`config.mk`:
```
export PLATFORM = sky130hd
export DESIGN_NAME = prio_irq_ctrl
export DESIGN_NICKNAME = d
export VERILOG_FILES = /design/src/rtl/prio_irq_pkg.sv /design/src/rtl/irq_prio_regs.sv /design/src/rtl/irq_pending_set.sv /design/src/rtl/irq_winner_tree.sv /design/src/rtl/prio_irq_ctrl.sv
export SDC_FILE = /design/constraint.sdc
export NUM_CORES = 1
export LEC_CHECK = 0
export ABC_CLOCK_PERIOD_IN_PS = 13500
export BUFFER_PORTS_ARGS = -buffer_cell sky130_fd_sc_hd__buf_4
export CAP_MARGIN = 5
export CORE_ASPECT_RATIO = 0.8
export CORE_UTILIZATION = 60
export CTS_BUF_LIST = sky130_fd_sc_hd__clkbuf_4 sky130_fd_sc_hd__clkbuf_8
export DETAILED_ROUTE_END_ITERATION = 6
export PLACE_DENSITY = 0.79
export SKIP_LAST_GASP = 1
export SYNTH_ARGS = -nofsm -noshare
export SYNTH_HDL_FRONTEND = slang
export SYNTH_SLANG_ARGS = --single-unit
```
`constraint.sdc`:
```
create_clock -name clk -period 13.5 [get_ports clk]
set_clock_uncertainty 0.2 [all_clocks]
set_input_delay 0.675 -clock clk [delete_from_list [all_inputs] [get_ports clk]]
set_output_delay 0.675 -clock clk [all_outputs]
set_load 0.02 [all_outputs]
```
`src/rtl/prio_irq_pkg.sv`:
```
package prio_irq_pkg;
  localparam int NUM_SRC   = 41;
  localparam int PRI_W     = 5;
  localparam int MASK_W    = 4;
  localparam int VEC_W     = 12;
  localparam int IDX_W     = $clog2(NUM_SRC);
  localparam int EXT_LINES = 15;
  localparam int NMI_IDX   = 15;
  localparam int INT_BASE  = 16;

  typedef struct packed {
    logic             valid;
    logic [PRI_W-1:0] pri;
    logic [IDX_W-1:0] idx;
  } cand_t;

  // Exception vector code of a source index.
  function automatic logic [VEC_W-1:0] src_vector(input int idx);
    int code;
    if (idx < EXT_LINES)     code = 32'h200 + 32'h20 * idx;
    else if (idx == NMI_IDX) code = 32'h1C0;
    else                     code = 32'h400 + 32'h20 * (idx - INT_BASE);
    return VEC_W'(code);
  endfunction

  // Level loaded at reset.
  function automatic logic [PRI_W-1:0] src_default_pri(input int idx);
    int p;
    if (idx < EXT_LINES)     p = EXT_LINES - idx;
    else if (idx == NMI_IDX) p = 16;
    else                     p = 0;
    return PRI_W'(p);
  endfunction

  // Combine two candidates; lo holds the lower indices and keeps ties.
  function automatic cand_t cand_pick(input cand_t lo, input cand_t hi);
    if (lo.valid && (!hi.valid || lo.pri >= hi.pri)) return lo;
    return hi;
  endfunction

  // Request-line decision.
  function automatic logic req_decide(input logic valid, input logic [PRI_W-1:0] pri,
                                      input logic [MASK_W-1:0] mask, input logic blk);
    return valid && !blk && (PRI_W'(mask) < pri);
  endfunction
endpackage

```
`src/rtl/irq_prio_regs.sv`:
```
module irq_prio_regs
  import prio_irq_pkg::*;
#(
  parameter int N  = NUM_SRC,
  parameter int PW = PRI_W,
  parameter int IW = IDX_W
) (
  input  logic          clk,
  input  logic          rst_n,
  input  logic          wr_en,
  input  logic [IW-1:0] wr_idx,
  input  logic [PW-1:0] wr_val,
  output logic [PW-1:0] pri_q [N],
  output logic [PW-1:0] pri_d [N]
);
  genvar g;
  generate
    for (g = 0; g < N; g++) begin : g_lvl
      logic hit;
      assign hit      = wr_en && (wr_idx == IW'(g));
      assign pri_d[g] = hit ? wr_val : pri_q[g];

      always_ff @(posedge clk or negedge rst_n) begin
        if (!rst_n) pri_q[g] <= PW'(src_default_pri(g));
        else        pri_q[g] <= pri_d[g];
      end

      AST_PRI_HELD: assert property (@(posedge clk) disable iff (!rst_n) !$past(wr_en && (wr_idx == IW'(g))) |-> $stable(pri_q[g]));
    end
  endgenerate
endmodule

```
`src/rtl/irq_pending_set.sv`:
```
module irq_pending_set
  import prio_irq_pkg::*;
#(
  parameter int N = NUM_SRC
) (
  input  logic         clk,
  input  logic         rst_n,
  input  logic [N-1:0] raise,
  input  logic [N-1:0] clear,
  input  logic [N-1:0] pri_nz,
  output logic [N-1:0] pend_q,
  output logic [N-1:0] pend_d
);
  logic [N-1:0] accepted;

  // A raise only counts for an enabled source; clear dominates.
  assign accepted = raise & pri_nz;
  assign pend_d   = (pend_q | accepted) & ~clear;

  always_ff @(posedge clk or negedge rst_n) begin
    if (!rst_n) pend_q <= '0;
    else        pend_q <= pend_d;
  end

  AST_NO_SPURIOUS_PEND: assert property (@(posedge clk) disable iff (!rst_n) ((pend_q & ~$past(pend_q) & ~$past(raise & pri_nz)) == '0));
  AST_CLEAR_REMOVES: assert property (@(posedge clk) disable iff (!rst_n) ((pend_q & $past(clear)) == '0));
endmodule

```
`src/rtl/irq_winner_tree.sv`:
```
module irq_winner_tree
  import prio_irq_pkg::*;
#(
  parameter int N  = NUM_SRC,
  parameter int PW = PRI_W
) (
  input  logic [N-1:0]  pend,
  input  logic [PW-1:0] pri [N],
  output cand_t         win
);
  localparam int LVLS   = $clog2(N);
  localparam int LEAVES = 1 << LVLS;
  localparam int NODES  = 2 * LEAVES - 1;

  cand_t node [NODES];

  genvar g;
  generate
    for (g = 0; g < LEAVES; g++) begin : g_leaf
      if (g < N) begin : g_real
        assign node[LEAVES-1+g] = '{valid: pend[g] && (pri[g] != '0), pri: pri[g], idx: IDX_W'(g)};
      end else begin : g_pad
        assign node[LEAVES-1+g] = '0;
      end
    end
    for (g = 0; g < LEAVES - 1; g++) begin : g_node
      assign node[g] = cand_pick(node[2*g+1], node[2*g+2]);
    end
  endgenerate

  assign win = node[0];
endmodule

```
`src/rtl/prio_irq_ctrl.sv`:
```
module prio_irq_ctrl
  import prio_irq_pkg::*;
#(
  parameter int N  = NUM_SRC,
  parameter int PW = PRI_W,
  parameter int MW = MASK_W,
  parameter int VW = VEC_W,
  parameter int IW = IDX_W
) (
  input  logic          clk,
  input  logic          rst_n,
  input  logic [N-1:0]  raise,
  input  logic [N-1:0]  clear,
  input  logic [MW-1:0] cpu_mask,
  input  logic          block_bit,
  input  logic          pri_wr_en,
  input  logic [IW-1:0] pri_wr_idx,
  input  logic [PW-1:0] pri_wr_val,
  output logic          irq_req,
  output logic          vec_valid,
  output logic [VW-1:0] vec_code
);
  logic [PW-1:0] pri_q [N];
  logic [PW-1:0] pri_d [N];
  logic [N-1:0]  pri_nz;
  logic [N-1:0]  pend_q;
  logic [N-1:0]  pend_d;
  cand_t         win_next;
  logic          req_next;
  logic [VW-1:0] code_next;

  irq_prio_regs #(.N(N), .PW(PW), .IW(IW)) u_lvl (
    .clk(clk), .rst_n(rst_n), .wr_en(pri_wr_en), .wr_idx(pri_wr_idx),
    .wr_val(pri_wr_val), .pri_q(pri_q), .pri_d(pri_d)
  );

  genvar g;
  generate
    for (g = 0; g < N; g++) begin : g_nz
      assign pri_nz[g] = (pri_q[g] != '0);
    end
  endgenerate

  irq_pending_set #(.N(N)) u_pend (
    .clk(clk), .rst_n(rst_n), .raise(raise), .clear(clear),
    .pri_nz(pri_nz), .pend_q(pend_q), .pend_d(pend_d)
  );

  // Compare on next state so outputs follow inputs by one edge.
  irq_winner_tree #(.N(N), .PW(PW)) u_tree (
    .pend(pend_d), .pri(pri_d), .win(win_next)
  );

  assign req_next  = req_decide(win_next.valid, win_next.pri, cpu_mask, block_bit);
  assign code_next = win_next.valid ? VW'(src_vector(int'(win_next.idx))) : '0;

  always_ff @(posedge clk or negedge rst_n) begin
    if (!rst_n) begin
      irq_req   <= 1'b0;
      vec_valid <= 1'b0;
      vec_code  <= '0;
    end else begin
      irq_req   <= req_next;
      vec_valid <= win_next.valid;
      vec_code  <= code_next;
    end
  end

  AST_REQ_NEEDS_WIN: assert property (@(posedge clk) disable iff (!rst_n) irq_req |-> vec_valid);
  AST_REQ_BLOCKED: assert property (@(posedge clk) disable iff (!rst_n) irq_req |-> !$past(block_bit));
  AST_VEC_ALIGNED: assert property (@(posedge clk) disable iff (!rst_n) vec_valid |-> (vec_code[4:0] == 5'd0 && vec_code != '0));
  AST_IDLE_CODE: assert property (@(posedge clk) disable iff (!rst_n) !vec_valid |-> (vec_code == '0 && !irq_req));
endmodule

```
==> reports/results.ini <==
[run_status]
outcome=finished, violations left
violations=design-rule violations

[placed_design]
dp_cells=2805
dpl_cell_area_um2=22200
post-dp-hpwl_um=49000
port-buffer-count=109
place_congestion=0.984

[clocking]
htreeDepth=2
insertion_delay_ns=0.63
cts_buffers=46
clk_pin_slew_ns=0.07
cts_buffer_depth=3
tritoncts=done
cts_num_sinks=255
clk_root_buffer_cell=sky130_fd_sc_hd__clkbuf_8

[min_path]
hold-path-cell-count=2
hold_path_startpoint=clear[32]
hp-class=in2reg
worstHoldEndpoint=u_pend.pend_q[32]

[setup_path]
regToRegSetupSlack_ns=1.06
critical-path-max-stage-delay_ns=0.36
critPathRequiredTime_ns=13.77
critical_path.slowest_cell=sky130_fd_sc_hd__a211o_1
worst_setup_path_end_kind=flop
critical_register_to_register_path_endpoint=irq_req
r2r_path_start=u_lvl.pri_q[155]
r2r.worst_path.cells=63
critPathKind=in2reg
timing.critical_path.from_type=primary input
crit_path_max_fanout=17
crit_arrival_ns=13.17

[synthesis]
synthTopCellsByArea=sky130_fd_sc_hd__dfrtp_1 27%, sky130_fd_sc_hd__ha_1 11%, sky130_fd_sc_hd__mux2i_1 7.6%
top_ff_cell_synth=sky130_fd_sc_hd__dfrtp_1
post-synth-top-area-cell=sky130_fd_sc_hd__dfrtp_1
syn-cell-area_um2=20700
synth-seq-area-share_pct=31.1
yosysWarnings=0
yosys_top_cell_area_share_pct=26.9
synthesis.area_per_instance_um2=9.13
synthCells=2265
async_reset_ff_share_pct=100
ys_ff_latch=255
synth_edf_count=0
synth_cell_type_count=132

[timing]
finalHoldViolations=0
tightest_slew_ns=0.971
period_share_pct=95.6
slew_headroom_pct=35.3
maximum_operating_frequency_mhz=77.5
totalNegativeSetupSlack_ns=0
report.final.slew_viol_count=0
final-setup-viol-count=0
timing.final.crit_period_ns=12.90

[routing]
detail-route-antenna-nets=0
routed_via_density=6.51
route.detailed.wl_per_inst_um=22.7
first_pass_iters=7
drcViolationCount=2
detail_route.iter0.violations=1857
final_wirelength_um=65900
route.vias.total=18900

[grt]
first_global_vias=18400
grt_max_degree=160
grt_antenna_before_repair=0
grt_first_pass_wirelength_um=102000
global_route.overflow_total=0
global_route.usage.total_pct=37.0

[power]
p_per_area_nw_per_um2=174
vdd_ir_drop_max_uv=162
power.leakage_nw=11.6
total_power_w=0.00409

[floorplan]
die_h_um=168
coreArea_um2=33800
initial_utilization_pct=61.2
die-area_um2=35200
dieWidth_um=210
ioPinCount=115
rows=60

[finish]
final_design_area_no_fill_um2=23500
final_core_util_pct=69.6
nets_final=2713
final-instance-count-excl-fill=2907
layout-drive-gt1-share_pct=22.4
synth_to_layout_area_growth_pct=13.8

[flow_run]
max_cap_viol_count=0

[kinds of logic after synthesis]
logic type,Yosys count,synth area share (%)
AOI/OAI and AO/OA,655,22.7
and+or+nand+nor,595,16.3
buffers and inverters,346,7.32
DFF,255,31.1
muxes,234,11.9
adders and majority gates,177,10.7
xor gates and xnor gates,2,0.0847
other,1,0.0181
[worst max-delay path, delay by kind of cell]
family | cells | cell delay [ns]
mux | 1 | 0.25
buf+inv | 6 | 0.63
fa+ha+maj | 8 | 2.23
simple gates | 18 | 2.44
compound gates | 35 | 6.93
[power by group]
part / total (W) / leakage, nW / internal, W / switching, W
combinational: 0.00232 / 7.84 / 0.000987 / 0.00134
clock: 0.000809 / 0.529 / 0.000451 / 0.000358
sequential: 0.000955 / 3.28 / 0.000890 / 0.0000641
total: 0.00409 / 11.6 / 0.00233 / 0.00176
[metrics by stage]
stage | hold slack (ns) | setup slack [ns]
after global routing | 0.00652 | -0.109
after detailed placement | 0.298 | -0.101
after CTS | 0.00211 | 0.406
after global placement | 0.274 | -0.0602
after floorplan | 0.179 | 0.396
final | 0.0134 | 0.597
[cell type report]
type / count / area [um2]
Sequential cell: 255 / 6420
Fill cell: 2725 / 10300
Tap cell: 434 / 543
Timing Repair Buffer: 209 / 1640
Clock inverter: 6 / 61.3
Antenna cell: 1 / 2.50
Inverter: 256 / 961
Multi-Input combinational cell: 1669 / 13000
Clock buffer: 77 / 928
[cell usage in the layout, fill, tap and decap left out, types with 18 or more instances in the layout]
master / count
sky130_fd_sc_hd__a21oi_1: 149
sky130_fd_sc_hd__buf_4: 196
sky130_fd_sc_hd__o21a_1: 18
sky130_fd_sc_hd__dfstp_2: 33
sky130_fd_sc_hd__clkbuf_4: 21
sky130_fd_sc_hd__or4_1: 42
sky130_fd_sc_hd__inv_1: 254
sky130_fd_sc_hd__clkbuf_8: 56
sky130_fd_sc_hd__nor2_1: 152
sky130_fd_sc_hd__o21ai_0: 133
sky130_fd_sc_hd__nand2b_1: 38
sky130_fd_sc_hd__a21boi_0: 25
sky130_fd_sc_hd__ha_1: 175
sky130_fd_sc_hd__dfrtp_1: 222
sky130_fd_sc_hd__mux2_2: 72
sky130_fd_sc_hd__o211ai_1: 23
sky130_fd_sc_hd__nor3_1: 30
sky130_fd_sc_hd__a21o_1: 52
sky130_fd_sc_hd__mux2i_1: 148
sky130_fd_sc_hd__nand3_1: 51
sky130_fd_sc_hd__nand2_1: 120
sky130_fd_sc_hd__a211oi_1: 33
[synth_stat cells, types with 38 or more instances]
library cell,number
sky130_fd_sc_hd__inv_1,254
sky130_fd_sc_hd__dfrtp_1,222
sky130_fd_sc_hd__ha_1,175
sky130_fd_sc_hd__a21oi_1,156
sky130_fd_sc_hd__mux2i_1,156
sky130_fd_sc_hd__nor2_1,155
sky130_fd_sc_hd__o21ai_0,136
sky130_fd_sc_hd__nand2_1,123
sky130_fd_sc_hd__mux2_2,72
sky130_fd_sc_hd__a21o_1,52
sky130_fd_sc_hd__nand3_1,51
sky130_fd_sc_hd__or4_1,42
sky130_fd_sc_hd__nand2b_1,38
[layer usage]
layer	vias to the layer above	part of all wire, %	global-route usage (%)
li1	8647	-	-
met1	9201	44	52.8
met2	926	43	55.0
met3	161	10	8.11
met4	0	3.0	13.4
met5	-	0	0
[worst max-delay path by stage]
stage | slack, ns | from | endpoint
after detailed placement | -0.10 | pri_wr_idx[3] | irq_req
final | 0.60 | pri_wr_en | irq_req
after global routing | -0.11 | pri_wr_en | irq_req
after CTS | 0.41 | pri_wr_idx[3] | irq_req
after floorplan | 0.40 | pri_wr_idx[3] | irq_req
after global placement | -0.06 | pri_wr_idx[3] | irq_req
[flip-flops by register name, indices dropped and copies added (netlist names)]
name	cells
u_pend.pend_q	41
vec_code	7
vec_valid	1
u_lvl.pri_q	205
irq_req	1
[what timing repair did]
action	4_1_cts	5_1_grt
gates resized for setup	0	55
setup endpoints to repair	0	2
buffers inserted	0	13
hold buffers	5	0
hold endpoints to repair	97	0
Note: power is estimated with default switching activity, not from simulation.
